==> src/rtl/tpre_pkg.sv <==
package tpre_pkg;
  localparam int REG_W     = 8;
  localparam int CS_W      = 3;
  localparam int BIT_HALT  = 4;
  localparam int BIT_RST   = 3;
  localparam int NUM_TAPS  = 4;

  typedef enum logic [CS_W-1:0] {
    SRC_OFF      = 3'd0,
    SRC_SYS      = 3'd1,
    SRC_DIV8     = 3'd2,
    SRC_DIV64    = 3'd3,
    SRC_DIV256   = 3'd4,
    SRC_DIV1024  = 3'd5,
    SRC_PIN_FALL = 3'd6,
    SRC_PIN_RISE = 3'd7
  } src_sel_e;

  typedef struct packed {
    logic     halt_mode;
    logic     div_restart;
    src_sel_e src;
  } ctrl_t;
endpackage

==> src/rtl/tpre_ctrl_reg.sv <==
module tpre_ctrl_reg
  import tpre_pkg::*;
(
  input  logic             clk,
  input  logic             rst_n,
  input  logic             wr_en,
  input  logic [REG_W-1:0] wr_data,
  output logic [REG_W-1:0] rd_data,
  output ctrl_t            ctrl
);
  ctrl_t ctrl_q;
  logic  unused_hi;

  assign unused_hi = ^wr_data[REG_W-1:BIT_HALT+1];

  always_ff @(posedge clk) begin
    if (!rst_n) begin
      ctrl_q <= '0;
    end else if (wr_en) begin
      ctrl_q.halt_mode   <= wr_data[BIT_HALT];
      ctrl_q.div_restart <= wr_data[BIT_RST];
      ctrl_q.src         <= src_sel_e'(wr_data[CS_W-1:0]);
    end else if (!ctrl_q.halt_mode) begin
      ctrl_q.div_restart <= 1'b0;
    end
  end

  always_comb begin
    rd_data              = '0;
    rd_data[BIT_HALT]    = ctrl_q.halt_mode;
    rd_data[BIT_RST]     = ctrl_q.div_restart;
    rd_data[CS_W-1:0]    = ctrl_q.src;
  end

  assign ctrl = ctrl_q;

  // restart flag lasts one cycle outside halt mode
  p_restart_selfclear_r3: assert property (@(posedge clk) disable iff (!rst_n)
    (ctrl_q.div_restart && !ctrl_q.halt_mode && !wr_en) |=> !ctrl_q.div_restart);

  // restart flag held in halt mode until a write
  p_restart_held_r4: assert property (@(posedge clk) disable iff (!rst_n)
    (ctrl_q.div_restart && ctrl_q.halt_mode && !wr_en) |=> ctrl_q.div_restart);
endmodule

==> src/rtl/tpre_divider.sv <==
module tpre_divider #(
  parameter int CNT_W = 10,
  parameter int TAP0  = 3,
  parameter int TAP1  = 6,
  parameter int TAP2  = 8,
  parameter int TAP3  = 10
) (
  input  logic       clk,
  input  logic       rst_n,
  input  logic       clr,
  output logic [3:0] tap_stb
);
  localparam int N_TAPS = 4;

  function automatic int tap_bits(input int idx);
    case (idx)
      0:       return TAP0;
      1:       return TAP1;
      2:       return TAP2;
      default: return TAP3;
    endcase
  endfunction

  logic [CNT_W-1:0] cnt_q;

  always_ff @(posedge clk) begin
    if (!rst_n || clr) cnt_q <= '0;
    else               cnt_q <= cnt_q + 1'b1;
  end

  for (genvar g = 0; g < N_TAPS; g++) begin : g_tap
    localparam int TB = tap_bits(g);
    assign tap_stb[g] = !clr && (&cnt_q[TB-1:0]);
    if (g > 0) begin : g_nest
      // a coarser tap only fires together with the finer one
      p_tap_nested_r7: assert property (@(posedge clk) disable iff (!rst_n)
        tap_stb[g] |-> tap_stb[g-1]);
    end
  end
endmodule

==> src/rtl/tpre_pin_sync.sv <==
module tpre_pin_sync #(
  parameter int STAGES = 2
) (
  input  logic clk,
  input  logic rst_n,
  input  logic pin,
  output logic rise_stb,
  output logic fall_stb
);
  logic [STAGES-1:0] sync_q;
  logic              last_q;

  always_ff @(posedge clk) begin
    if (!rst_n) begin
      sync_q <= '0;
      last_q <= 1'b0;
    end else begin
      sync_q <= {sync_q[STAGES-2:0], pin};
      last_q <= sync_q[STAGES-1];
    end
  end

  assign rise_stb = sync_q[STAGES-1] && !last_q;
  assign fall_stb = !sync_q[STAGES-1] && last_q;

  // one strobe per edge
  p_rise_single_r8: assert property (@(posedge clk) disable iff (!rst_n)
    rise_stb |=> !rise_stb);
  p_fall_single_r8: assert property (@(posedge clk) disable iff (!rst_n)
    fall_stb |=> !fall_stb);
  p_edges_exclusive_r8: assert property (@(posedge clk) disable iff (!rst_n)
    !(rise_stb && fall_stb));
endmodule

==> src/rtl/tpre_src_mux.sv <==
module tpre_src_mux
  import tpre_pkg::*;
(
  input  src_sel_e      src,
  input  logic          hold,
  input  logic [NUM_TAPS-1:0] tap_stb,
  input  logic          rise_stb,
  input  logic          fall_stb,
  output logic          strobe
);
  always_comb begin
    strobe = 1'b0;
    case (src)
      SRC_OFF:      strobe = 1'b0;
      SRC_SYS:      strobe = 1'b1;
      SRC_DIV8:     strobe = tap_stb[0];
      SRC_DIV64:    strobe = tap_stb[1];
      SRC_DIV256:   strobe = tap_stb[2];
      SRC_DIV1024:  strobe = tap_stb[3];
      SRC_PIN_FALL: strobe = fall_stb;
      SRC_PIN_RISE: strobe = rise_stb;
      default:      strobe = 1'b0;
    endcase
    if (hold) strobe = 1'b0;
  end
endmodule

==> src/rtl/tpre_timer_prescaler.sv <==
module tpre_timer_prescaler
  import tpre_pkg::*;
#(
  parameter int DIV_W       = 10,
  parameter int SYNC_STAGES = 2
) (
  input  logic       clk,
  input  logic       rst_n,
  input  logic       reg_wr,
  input  logic [7:0] reg_wdata,
  output logic [7:0] reg_rdata,
  input  logic       ext_pin,
  output logic       count_en
);
  ctrl_t               ctrl;
  logic [NUM_TAPS-1:0] tap_stb;
  logic                rise_stb;
  logic                fall_stb;

  tpre_ctrl_reg u_ctrl (
    .clk     (clk),
    .rst_n   (rst_n),
    .wr_en   (reg_wr),
    .wr_data (reg_wdata),
    .rd_data (reg_rdata),
    .ctrl    (ctrl)
  );

  tpre_divider #(.CNT_W(DIV_W)) u_div (
    .clk     (clk),
    .rst_n   (rst_n),
    .clr     (ctrl.div_restart),
    .tap_stb (tap_stb)
  );

  tpre_pin_sync #(.STAGES(SYNC_STAGES)) u_sync (
    .clk      (clk),
    .rst_n    (rst_n),
    .pin      (ext_pin),
    .rise_stb (rise_stb),
    .fall_stb (fall_stb)
  );

  tpre_src_mux u_mux (
    .src      (ctrl.src),
    .hold     (ctrl.div_restart),
    .tap_stb  (tap_stb),
    .rise_stb (rise_stb),
    .fall_stb (fall_stb),
    .strobe   (count_en)
  );

  // no strobe while the divider is held
  p_halt_quiet_r4: assert property (@(posedge clk) disable iff (!rst_n)
    reg_rdata[BIT_RST] |-> !count_en);
  // source off is silent
  p_off_quiet_r6: assert property (@(posedge clk) disable iff (!rst_n)
    (reg_rdata[CS_W-1:0] == SRC_OFF) |-> !count_en);
  // system clock source strobes every free cycle
  p_sys_every_r6: assert property (@(posedge clk) disable iff (!rst_n)
    (reg_rdata[CS_W-1:0] == SRC_SYS && !reg_rdata[BIT_RST]) |-> count_en);
  // reserved bits read zero
  p_reserved_zero_r2: assert property (@(posedge clk) disable iff (!rst_n)
    $past(reg_wr) |-> (reg_rdata[7:5] == 3'b000));
endmodule

==> config.mk <==
export PLATFORM = sky130hd
export DESIGN_NAME = tpre_timer_prescaler
export DESIGN_NICKNAME = d
export VERILOG_FILES = /design/src/rtl/tpre_pkg.sv /design/src/rtl/tpre_ctrl_reg.sv /design/src/rtl/tpre_divider.sv /design/src/rtl/tpre_pin_sync.sv /design/src/rtl/tpre_src_mux.sv /design/src/rtl/tpre_timer_prescaler.sv
export SDC_FILE = /design/constraint.sdc
export NUM_CORES = 1
export LEC_CHECK = 0
export ABC_AREA = 0
export CAP_MARGIN = 30
export CORE_ASPECT_RATIO = 1.75
export CORE_MARGIN = 8
export CORE_UTILIZATION = 35
export DETAILED_ROUTE_END_ITERATION = 6
export PLACE_DENSITY = 0.66
export SETUP_SLACK_MARGIN = 0.02
export SYNTH_ARGS = -nofsm -noshare
export SYNTH_HDL_FRONTEND = slang
export SYNTH_HIERARCHICAL = 1
export SYNTH_SLANG_ARGS = --single-unit
==> constraint.sdc <==
create_clock -name clk -period 4.3 [get_ports clk]
set_input_delay 0.86 -clock clk [delete_from_list [all_inputs] [get_ports clk]]
set_output_delay 0.86 -clock clk [all_outputs]
set_load 0.05 [all_outputs]
## After elaboration in Yosys (flattened, before gate mapping)

Cells that the tools add are included.

- Add/subtract/negate cells: 1
- Equal/unequal tests: 8
- Reduce and logical (&&, ||, !) cells: 16
- Mux-type cells: 4

Operators by type and width:

| kind | number |
|---|---|
| == test 3 bit, second input constant | 4 |
| adder 10 x 1 -> 10 bit, second input constant | 1 |
| AND reduction 10 bit | 1 |
| case mux 1 bit (8 select lines) | 1 |
| AND reduction 8 bit | 1 |
| == test 3 x 2 -> 1 bit, second input constant | 2 |
| logical AND 1 bit | 6 |
| AND reduction 6 bit | 1 |
| logical NOT 1 bit | 4 |
| == test 3 x 1 -> 1 bit, second input constant | 1 |
| logical NOT 3 bit | 1 |
| two-way mux 1 bit | 3 |
| AND reduction 3 bit | 1 |
| inequality test 2 bit, second input constant | 1 |
| logical OR 1 bit | 1 |

- Input bits: 12
- Register bits: 18

## Longest topological paths before layout

- Depth after elaboration: 4
- Depth in mapped cells: 7
- Depth with buffers taken out: 7

## Cells and area by module

The synthesis kept the hierarchy.

By module, submodules not included:

| module | sequential area each (µm²) | times used | area each (µm²) | cells an instance |
|---|---|---|---|---|
| tpre_divider | 200.2 | 1 | 456.7 | 50 |
| tpre_ctrl_reg | 100.1 | 1 | 270.3 | 27 |
| tpre_pin_sync | 60.1 | 1 | 91.3 | 8 |
| tpre_src_mux | 0.0 | 1 | 75.1 | 9 |

## Least setup slack after synthesis

No wires, ideal clock.

- Path kind: reg2out
- Start point: reg u_div.cnt_q[0]
- End point: out count_en
- Slack: 1343 ps
- Arrival: 2097 ps
- Path buffers: 0
- Stages on the path, launching flop included: 8
- Required time: 3440 ps
- Cells stage by stage: dfxtp_1 ha_1 inv_1 nor4_1 and3_1 nand2b_1 a32oi_1 a31oi_1

- Word-level cells in the longest chain between the ends: 4
- Elaborated cells on any way between the ends: 10

Ends and longest elaborated chain:

| what | RTL line | source |
|---|---|---|
| start, declared | tpre_divider.sv:24 | `logic [CNT_W-1:0] cnt_q;` |
| start signal, assigned | tpre_divider.sv:28 | `else cnt_q <= cnt_q + 1'b1;` |
| AND reduction 8 bit | tpre_divider.sv:33 | `assign tap_stb[g] = !clr && (&cnt_q[TB-1:0]);` |
| logical AND 1 bit | tpre_divider.sv:33 |  |
| named net tap_stb[2] | tpre_timer_prescaler.sv:16 | `logic [NUM_TAPS-1:0] tap_stb;` |
| case mux 1 bit (8 select lines) | tpre_src_mux.sv:13 | `case (src)` |
| two-way mux 1 bit | tpre_src_mux.sv:24 | `if (hold) strobe = 1'b0;` |
| end, declared | tpre_timer_prescaler.sv:13 | `output logic count_en` |

The timed path passes the listed nets, and every way through them passes these cells.

## Final worst setup path

Ends and elaborated chain as after synthesis.

==> metrics.yaml <==
logic_synthesis:
  netlist_area_sq_um: 893.4
  syn_area_per_cell_sq_um: 9.504
  yosysUniqueCellTypes: 35
  synth_edf_count: 0
  ys_seq_elements: 18
  synth_cells: 94
  seq_area_frac_synth_pct: 40.34
  async_flop_share_pct: 0
  synth_area_leaders: "dfxtp_1 40%, buf_4 6.7%, nor2b_1 4.9%"
  yosysTopAreaCell: "dfxtp_1"
  synth_warnings: 6
  synthFlopType: "dfxtp_1"
  synth_top_area_share_pct: 40.34
floorplan:
  initial_core_util_pct: 36.28
  fp.dieW_um: 54.19
  dieArea_sq_mm: 0.004489
  ios: 21
  die_h_um: 82.84
  core_area_sq_mm: 0.002462
  rows: 24
setup_path:
  critPathKind: "reg2out"
  cp.arrival_ps: 2650
  critPathMaxFanout: 6
  endpoint_kind: "output pin"
  critPathLaunchType: "register"
  cp.required_ps: 3440
timing:
  rsz0062_at_grt: "false"
  max_slew_margin_pct: 66.32
  setup_viol: 0
  max_freq_ghz: 0.2851
  slew_viol_final: 0
  finalClockSkew_ps: 4.150
  finalCritPeriodShare_pct: 81.56
  worst_pin_slew_ps: 503.6
  whs_ps: 437.3
  worst_slack_ps: 793.0
  fin_crit_ps: 3507
  setup-tns-final_ps: 0
  hold_viol: 0
finish:
  diodes: 0
  area_growth_syn_to_layout_pct: 17.93
  nets: 119
  final_common_cell: "dfxtp_1"
  drive_gt1_share_pct: 11.54
  fill_cells: 260
  instances_no_fill: 130
  most-common-layout-cells: "18 x dfxtp_1, 14 x clkdlybuf4s50_1, 7 x nor2b_1"
pwr:
  leakage_uw: 0.0004010
  p_per_area_mw_per_mm2: 347.1
  irDropWorstVdd_uv: 236.1
  p_total_uw: 365.7
grt:
  grt_max_degree: 12
  grt_pass1_wl_mm: 2.822
  gr-total-overflow: 0
  track_usage_pct: 8.261
  grt_pass1_vias: 667
  antenna_found_initial: 0
job:
  cap_viol_max_count: 0
clock_network:
  cts_buffers: 3
  post_cts_resize_count: 0
  clockBufferDepth: 2
  cts_tree: "built"
  cts_num_sinks: 18
  htree_levels: 1
  cts.root.buffer_cell: "clkbuf_8"
  clock_latency_ps: 250
  hold_buffers: 0
  clkTransAtPathRegs_ps: 70
  post-cts-setup-buffers: 0
run_status:
  outcome: "finished clean"
route:
  totalWireLength_mm: 1.654
  drtIter0Drc: 21
  drc_errors: 0
  drt.antenna.violating_nets: 0
  vias: 651
  drt-pass1-iter-count: 4
  vias_per_cell: 5.008
  wl_per_cell_um: 12.72
place:
  dp.cells: 126
  finalWeightedCongestion: 0.7719
  dp_worst_setup_slack_ps: 1079
  port_buffers: 14
  dp_hpwl_mm: 1.278
worst_hold_path:
  hp-class: "reg2reg"
-- report_power, final --
part           internal (uW)  switching [uW]
combinational           20.2            28.6
clock                   81.4            56.1
sequential               173            6.68
total                    274            91.4
-- cell usage after synthesis, types with 2 or more instances --
library cell and instances:
nor2_1 4, or4_1 3, nand2b_1 2, dfxtp_1 18
nand2_1 4, buf_4 8, mux2i_1 3, ha_1 2
o21ai_0 2, o31ai_1 3, and2_1 5, a21oi_1 5
nor2b_1 7, nand3_1 5, inv_1 2, xor2_1 2
-- state kept, by name, summed over array words and instances, names as in the netlist --
| name | flops |
|---|---|
| u_div/cnt_q | 10 |
| u_sync/last_q | 1 |
| u_ctrl/ctrl | 5 |
| u_sync/sync_q | 2 |
-- critical path, stage by stage (launching register included) --
cell and delay [ps]:
dfxtp_1 380, ha_1 220, inv_1 110, nor4_1 350, and3_1 190, nand2b_1 100, a32oi_1 50, a31oi_1 160
clkdlybuf4s50_1 830
-- per-layer routing --
| layer | GRT usage [%] | wire length [um] | up-vias |
|---|---|---|---|
| li1 | - | - | 336 |
| met1 | 8.333 | 670 | 298 |
| met2 | 12.79 | 858 | 13 |
| met3 | 2.321 | 65 | 4 |
| met4 | 7.207 | 59 | 0 |
| met5 | 0 | 0 | - |
-- final cells by class --
type / count / area (sq um) / share of cell area [%]
Tap cell: 26 / 32.53 / 3.088
Sequential cell: 18 / 360.3 / 34.20
Clock buffer: 4 / 55.05 / 5.226
Timing Repair Buffer: 14 / 140.1 / 13.30
Inverter: 2 / 7.507 / 0.7126
Multi-Input combinational cell: 66 / 457.9 / 43.47
-- through the flow --
stage | utilization, % | cell area (sq um)
5_1_grt | 42.78 | 1054
6_report | 42.78 | 1054
4_1_cts | 42.78 | 1054
3_5_place_dp | 40.55 | 998.5
2_1_floorplan | - | 900.9
3_3_place_gp | 40.55 | 998.5
-- cells by family (layout without fill, tap and decap cells) --
group / after synthesis / in the layout / synth area share [%]
compound gates: 16 / 16 / 12.89
xor+xnor: 2 / 2 / 1.961
fa+ha+maj: 2 / 2 / 2.801
buf+inv: 12 / 20 / 9.244
flops: 18 / 18 / 40.34
mux: 4 / 4 / 4.622
other cells: 1 / 3 / 0.4198
simple gates: 39 / 39 / 27.73
-- worst paths after layout --
check | startpoint | to | slack, ps | depth (start not counted)
min reg2reg | u_sync/sync_q[0]$_SDFF_PN0_ | u_sync/sync_q[1]$_SDFF_PN0_ | 440 | 1
max | u_div/cnt_q[0]$_SDFF_PP0_ | count_en | 790 | 8
min | u_sync/sync_q[0]$_SDFF_PN0_ | u_sync/sync_q[1]$_SDFF_PN0_ | 440 | 1
max reg2reg | u_div/cnt_q[0]$_SDFF_PP0_ | u_div/cnt_q[8]$_SDFF_PP0_ | 2850 | 4
(Power assumes the default switching activity.)
